`config.mk`:
```
export PLATFORM = sky130hd
export DESIGN_NAME = uart_rx_handshake
export DESIGN_NICKNAME = d
export VERILOG_FILES = /design/src/rtl/uart_rx_pkg.sv /design/src/rtl/uart_rx_datapath.sv /design/src/rtl/uart_rx_control.sv /design/src/rtl/uart_rx_handshake.sv
export SDC_FILE = /design/constraint.sdc
export NUM_CORES = 1
export LEC_CHECK = 0
export BUFFER_PORTS_ARGS = -buffer_cell sky130_fd_sc_hd__buf_2
export CORE_MARGIN = 10
export CORE_UTILIZATION = 42
export DETAILED_ROUTE_END_ITERATION = 10
export HOLD_SLACK_MARGIN = 0.08
export PLACE_DENSITY = 0.59
export SYNTH_ARGS = -nofsm -noshare
export SYNTH_HDL_FRONTEND = slang
export SYNTH_SLANG_ARGS = --single-unit
```
`constraint.sdc`:
```
create_clock -name clk -period 3.6 [get_ports clk]
set_clock_uncertainty 0.1 [all_clocks]
set_input_delay 0.18 -clock clk [delete_from_list [all_inputs] [get_ports clk]]
set_output_delay 0.18 -clock clk [all_outputs]
set_load 0.05 [all_outputs]
```
`src/rtl/uart_rx_pkg.sv`:
```
package uart_rx_pkg;

  typedef enum logic [1:0] {
    ST_IDLE = 2'd0,
    ST_DATA = 2'd1,
    ST_STOP = 2'd2
  } rxState_t;

  // strobes from control to datapath
  typedef struct packed {
    logic idle;
    logic clearIdx;
    logic storeBit;
    logic incIdx;
    logic setReady;
    logic clrReady;
  } rxCtl_t;

endpackage

```
`src/rtl/uart_rx_datapath.sv`:
```
module uart_rx_datapath
  import uart_rx_pkg::*;
#(
  parameter int HALF_CNT    = 5208,
  parameter int DATA_W      = 8,
  parameter int SYNC_STAGES = 2
) (
  input  logic              clk,
  input  logic              rstN,
  input  logic              serialIn,
  input  rxCtl_t            ctl,
  output logic              startTick,
  output logic              bitTick,
  output logic              lineHigh,
  output logic              lastBit,
  output logic              byteReady,
  output logic [DATA_W-1:0] rxByte,
  output logic              syncPulse
);

  localparam int CW = $clog2(HALF_CNT + 1);
  localparam int IW = (DATA_W > 1) ? $clog2(DATA_W) : 1;
  localparam logic [CW-1:0] CNT_END = CW'(HALF_CNT);
  localparam logic [IW-1:0] IDX_END = IW'(DATA_W - 1);

  logic [SYNC_STAGES-1:0] syncReg;
  logic                   lineSync;
  logic                   lineDly;
  logic                   fallEdge;
  logic [CW-1:0]          divCnt;
  logic                   divPhase;
  logic                   locked;
  logic [IW-1:0]          bitIdx;

  // metastability chain, resets to idle level
  generate
    if (SYNC_STAGES > 1) begin : g_chain
      always_ff @(posedge clk or negedge rstN) begin
        if (!rstN) syncReg <= '1;
        else       syncReg <= {syncReg[SYNC_STAGES-2:0], serialIn};
      end
    end else begin : g_single
      always_ff @(posedge clk or negedge rstN) begin
        if (!rstN) syncReg <= '1;
        else       syncReg <= serialIn;
      end
    end
  endgenerate

  assign lineSync = syncReg[SYNC_STAGES-1];
  assign lineHigh = lineSync;
  assign fallEdge = lineDly & ~lineSync;

  // edge delay and alignment pulse (high during reset)
  always_ff @(posedge clk or negedge rstN) begin
    if (!rstN) begin
      lineDly   <= 1'b1;
      syncPulse <= 1'b1;
    end else begin
      lineDly   <= lineSync;
      syncPulse <= ctl.idle & fallEdge;
    end
  end

  // re-phasable half-bit divider
  always_ff @(posedge clk or negedge rstN) begin
    if (!rstN) begin
      divCnt   <= '0;
      divPhase <= 1'b0;
    end else if (syncPulse) begin
      divCnt   <= CNT_END;
      divPhase <= 1'b0;
    end else if (divCnt == CNT_END) begin
      divCnt   <= '0;
      divPhase <= ~divPhase;
    end else begin
      divCnt   <= divCnt + 1'b1;
    end
  end

  // sample strobe: high-to-low transition of the divider phase
  assign bitTick = divPhase & (divCnt == CNT_END) & ~syncPulse;

  // timing is trusted for a start only after a fresh alignment
  always_ff @(posedge clk or negedge rstN) begin
    if (!rstN)                        locked <= 1'b0;
    else if (syncPulse)               locked <= 1'b1;
    else if (fallEdge | ctl.clearIdx) locked <= 1'b0;
  end

  assign startTick = bitTick & locked & ~fallEdge & ~lineSync;

  always_ff @(posedge clk or negedge rstN) begin
    if (!rstN)             bitIdx <= '0;
    else if (ctl.clearIdx) bitIdx <= '0;
    else if (ctl.incIdx)   bitIdx <= bitIdx + 1'b1;
  end

  assign lastBit = (bitIdx == IDX_END);

  always_ff @(posedge clk or negedge rstN) begin
    if (!rstN)             rxByte <= '0;
    else if (ctl.storeBit) rxByte[bitIdx] <= lineSync;
  end

  always_ff @(posedge clk or negedge rstN) begin
    if (!rstN)             byteReady <= 1'b0;
    else if (ctl.setReady) byteReady <= 1'b1;
    else if (ctl.clrReady) byteReady <= 1'b0;
  end

endmodule

```
`src/rtl/uart_rx_control.sv`:
```
module uart_rx_control
  import uart_rx_pkg::*;
(
  input  logic   clk,
  input  logic   rstN,
  input  logic   startTick,
  input  logic   bitTick,
  input  logic   lineHigh,
  input  logic   lastBit,
  input  logic   byteReady,
  input  logic   ackIn,
  output rxCtl_t ctl
);

  rxState_t state;
  rxState_t stateNext;

  always_ff @(posedge clk or negedge rstN) begin
    if (!rstN) state <= ST_IDLE;
    else       state <= stateNext;
  end

  always_comb begin
    ctl       = '0;
    stateNext = state;
    ctl.idle  = (state == ST_IDLE);
    case (state)
      ST_IDLE: begin
        if (startTick) begin
          ctl.clearIdx = 1'b1;
          stateNext    = ST_DATA;
        end
      end
      ST_DATA: begin
        if (bitTick) begin
          ctl.storeBit = 1'b1;
          if (lastBit) stateNext  = ST_STOP;
          else         ctl.incIdx = 1'b1;
        end
      end
      ST_STOP: begin
        if (!byteReady && bitTick && lineHigh) begin
          ctl.setReady = 1'b1;
        end else if (ackIn && byteReady) begin
          ctl.clrReady = 1'b1;
          stateNext    = ST_IDLE;
        end
      end
      default: stateNext = ST_IDLE;
    endcase
  end

endmodule

```
`src/rtl/uart_rx_handshake.sv`:
```
module uart_rx_handshake
  import uart_rx_pkg::*;
#(
  parameter int HALF_CNT = 5208
) (
  input  logic       clk,
  input  logic       rstN,
  input  logic       serialIn,
  input  logic       ackIn,
  output logic [7:0] rxByte,
  output logic       byteReady
);

  rxCtl_t ctl;
  logic   startTick;
  logic   bitTick;
  logic   lineHigh;
  logic   lastBit;
  logic   syncPulse;

  uart_rx_datapath #(
    .HALF_CNT    (HALF_CNT),
    .DATA_W      (8),
    .SYNC_STAGES (2)
  ) u_dp (
    .clk       (clk),
    .rstN      (rstN),
    .serialIn  (serialIn),
    .ctl       (ctl),
    .startTick (startTick),
    .bitTick   (bitTick),
    .lineHigh  (lineHigh),
    .lastBit   (lastBit),
    .byteReady (byteReady),
    .rxByte    (rxByte),
    .syncPulse (syncPulse)
  );

  uart_rx_control u_ctl (
    .clk       (clk),
    .rstN      (rstN),
    .startTick (startTick),
    .bitTick   (bitTick),
    .lineHigh  (lineHigh),
    .lastBit   (lastBit),
    .byteReady (byteReady),
    .ackIn     (ackIn),
    .ctl       (ctl)
  );

endmodule

```
==> metrics.cfg <==
[timing]
setup_ws_ns = 1.22
timing.final.crit_share_pct = 66.0
setup_viol = 0
period_needed_ns = 2.38
hold_viol = 0
worstMarginPinSlew_ns = 0.733
rsz0062_at_grt = no
drv_slew = 0
max_slew_margin_pct = 51.2
setup_tns_ns = 0
fmax_mhz = 421

[status]
status = completed

[power_and_ir_drop]
p_switching_mw = 0.326
p_clk_share_pct = 28.6
seqPwrFrac_pct = 48.3
p_leak_nw = 0.815
ir_drop_mv = 0.230
comb_power_share_pct = 23.1
internal_power_mw = 0.722
power_density_nw_per_um2 = 579
power_switching_share_pct = 31.1

[global_route]
overflow = 0
grt_pass1_wl_um = 5080
grt_max_degree = 34
grt_pass1_vias = 1101
gr-usage-all-layers_pct = 9.85
antenna_found_initial = 0

[floorplan]
die_h_um = 81.6
start_util_pct = 43.6
core_um2 = 3660
die_w_um = 81.6
boundaryPins = 13
rows = 22
die_area_um2 = 6660

[drt]
wl_per_cell_um = 13.6
wl_um = 2780
drtIter0Drc = 65
vias_per_cell = 5.20
drc_errors = 0
routed-via-count = 1066
postRouteAntennaNets = 0
dr.pass1.iters = 4

[setup_path]
setup.worst_path.end_class = flip-flop
cpPeakStageDelay_ns = 0.57
cp.arrival_ns = 2.45
worstPathRequired_ns = 3.67
path_max_fanout = 7
slowest_stage = or4_4
path_buf_inv = 0
crit_chain = or4b_4 -> or4_4 -> nor4b_4 -> mux2_1
crit_family = simple AND/OR/NAND/NOR gates
rr_startpoint = u_dp.divCnt[2]
setup.worst_path.class = flip-flop to flip-flop
crit_start = u_dp.divCnt[2]
startpoint_type = flip-flop

[flow_run]
max_cap_violations = 0

[yosys]
yosysMostFrequentCell = dfrtp_1
ys_seq_area_share_pct = 52.1
yosysTopAreaCellShare_pct = 45.5
synth_edf_count = 0
ys_ff_latch = 33
synthFlopType = dfrtp_1
synthTopCellsByCount = dfrtp_1, nor2_1, mux2_2, nand3_1
syn_nets = 149
synthTopCellsByArea = dfrtp_1, dfstp_2, mux2_2
synth_top_area_cell = dfrtp_1
yosys_warnings = 0
synth_cell_types = 40
synthCells = 141
async_flop_share_pct = 100
netlist_area_um2 = 1600
postSynthAreaPerCell_um2 = 11.3

[cts]
clock_path_buffers = 2
clkLatencyLatePin_ns = 0.28
cts_tree = built
clock-sinks = 33
htreeDepth = 2
path_clk_slew_ns = 0.06
clock-root-buffer = clkbuf_8
cts-buffers-inserted = 5

[final_layout]
fill_cells = 350
areaGrowthSynthToFinish_pct = 13.4
fin_nets = 164
diodes = 0
drive_above_1_share_pct = 24.8

[placement]
numPortBuffers = 12
gp_congestion = 0.795
detailedPlace.worstSlack_ns = 1.21
dp_hpwl_um = 2050

[min_path]
hold_start = u_dp.syncReg[0]
hold_class = flip-flop to flip-flop

-- flip-flops by register name, summed over array words and instances (netlist names), 2 cells and up --
register      flops
u_dp.syncReg      2
u_dp.bitIdx       3
u_dp.rxByte       8
u_ctl.state       2
u_dp.divCnt      13
-- power by group through the flow --
stage	clock [mW]	sequential [mW]	combinational, mW
2_1_floorplan	0	0.492	0.207
3_3_place_gp	0	0.510	0.239
3_5_place_dp	0	0.514	0.247
4_1_cts	0.317	0.507	0.249
5_1_grt	0.338	0.521	0.283
6_report	0.300	0.506	0.242
-- final timing paths --
path / endpoint / slack [ns] / depth (start not counted)
setup / recovery: u_dp.rxByte[1] / 1.22 / 4
hold / removal: u_dp.syncReg[1] / 0.26 / 0
setup reg to reg: u_dp.rxByte[1] / 1.22 / 4
hold reg to reg: u_dp.syncReg[1] / 0.26 / 0
max in group asynchronous: u_dp.divCnt[8] / 2.54 / 2
min in group asynchronous: u_dp.rxByte[3] / 0.39 / 2
-- cell type report --
| class | count | area [um2] | area share (%) |
|---|---|---|---|
| Clock buffer | 7 | 96.3 | 5.33 |
| Clock inverter | 1 | 5.00 | 0.277 |
| Inverter | 5 | 18.8 | 1.04 |
| Multi-Input combinational cell | 95 | 701 | 38.7 |
| Sequential cell | 33 | 831 | 45.9 |
| Tap cell | 48 | 60.1 | 3.32 |
| Timing Repair Buffer | 16 | 97.6 | 5.39 |
-- cell families (layout without fill, tap and decap cells) --
| group | Yosys count | count (layout) | share of synthesized area [%] |
|---|---|---|---|
| compound gates | 14 | 14 | 6.75 |
| xor+xnor | 10 | 10 | 5.49 |
| fa+ha+maj | 4 | 4 | 3.14 |
| buf+inv | 13 | 29 | 4.00 |
| flops | 33 | 33 | 52.1 |
| mux | 9 | 9 | 6.35 |
| simple gates | 58 | 58 | 22.2 |
-- layer usage --
metal,track usage [%],part of all wire [%]
met3,5.24,6.8
met2,15.6,47
met1,11.3,45
met4,3.06,1.3
met5,0,0
-- timing repair --
item / in CTS / in global routing
buffers inserted: 0 / 0
hold endpoints to repair: 32 / 0
hold buffers: 3 / 0
resized for setup: 0 / 0
-- metrics by stage --
stage / util (%) / area (um2) / hold WS, ns / std cells / total power, mW
after CTS: 49.4 / 1810 / 0.260 / 205 / 1.07
after detailed placement: 45.8 / 1680 / 0.187 / 194 / 0.761
after floorplan: - / 1600 / -0.216 / 141 / 0.700
final: 49.4 / 1810 / 0.257 / 205 / 1.05
after global placement: 45.8 / 1680 / 0.178 / 194 / 0.749
after global routing: 49.4 / 1810 / 0.261 / 205 / 1.14
-- worst reg2reg max path: stages, from the launching register on --
cell,delay [ns]
dfrtp_1,0.46
or4b_4,0.53
or4_4,0.57
nor4b_4,0.28
mux2_1,0.34
-- cell usage in the layout (no fill, tap or decap), types with 3 or more instances in the layout --
cell and n:
nand2_1 7, nor4_1 3, nor2_1 15, xor2_1 3, nand3_1 8, mux2_2 8, o21bai_1 3, inv_1 5
nor3_1 6, dfstp_2 4, dfrtp_1 29, buf_2 12, xnor2_1 7, nand4b_1 3, ha_1 4, clkbuf_8 7
dlygate4sd3_1 3
(Power assumes the default switching activity.)
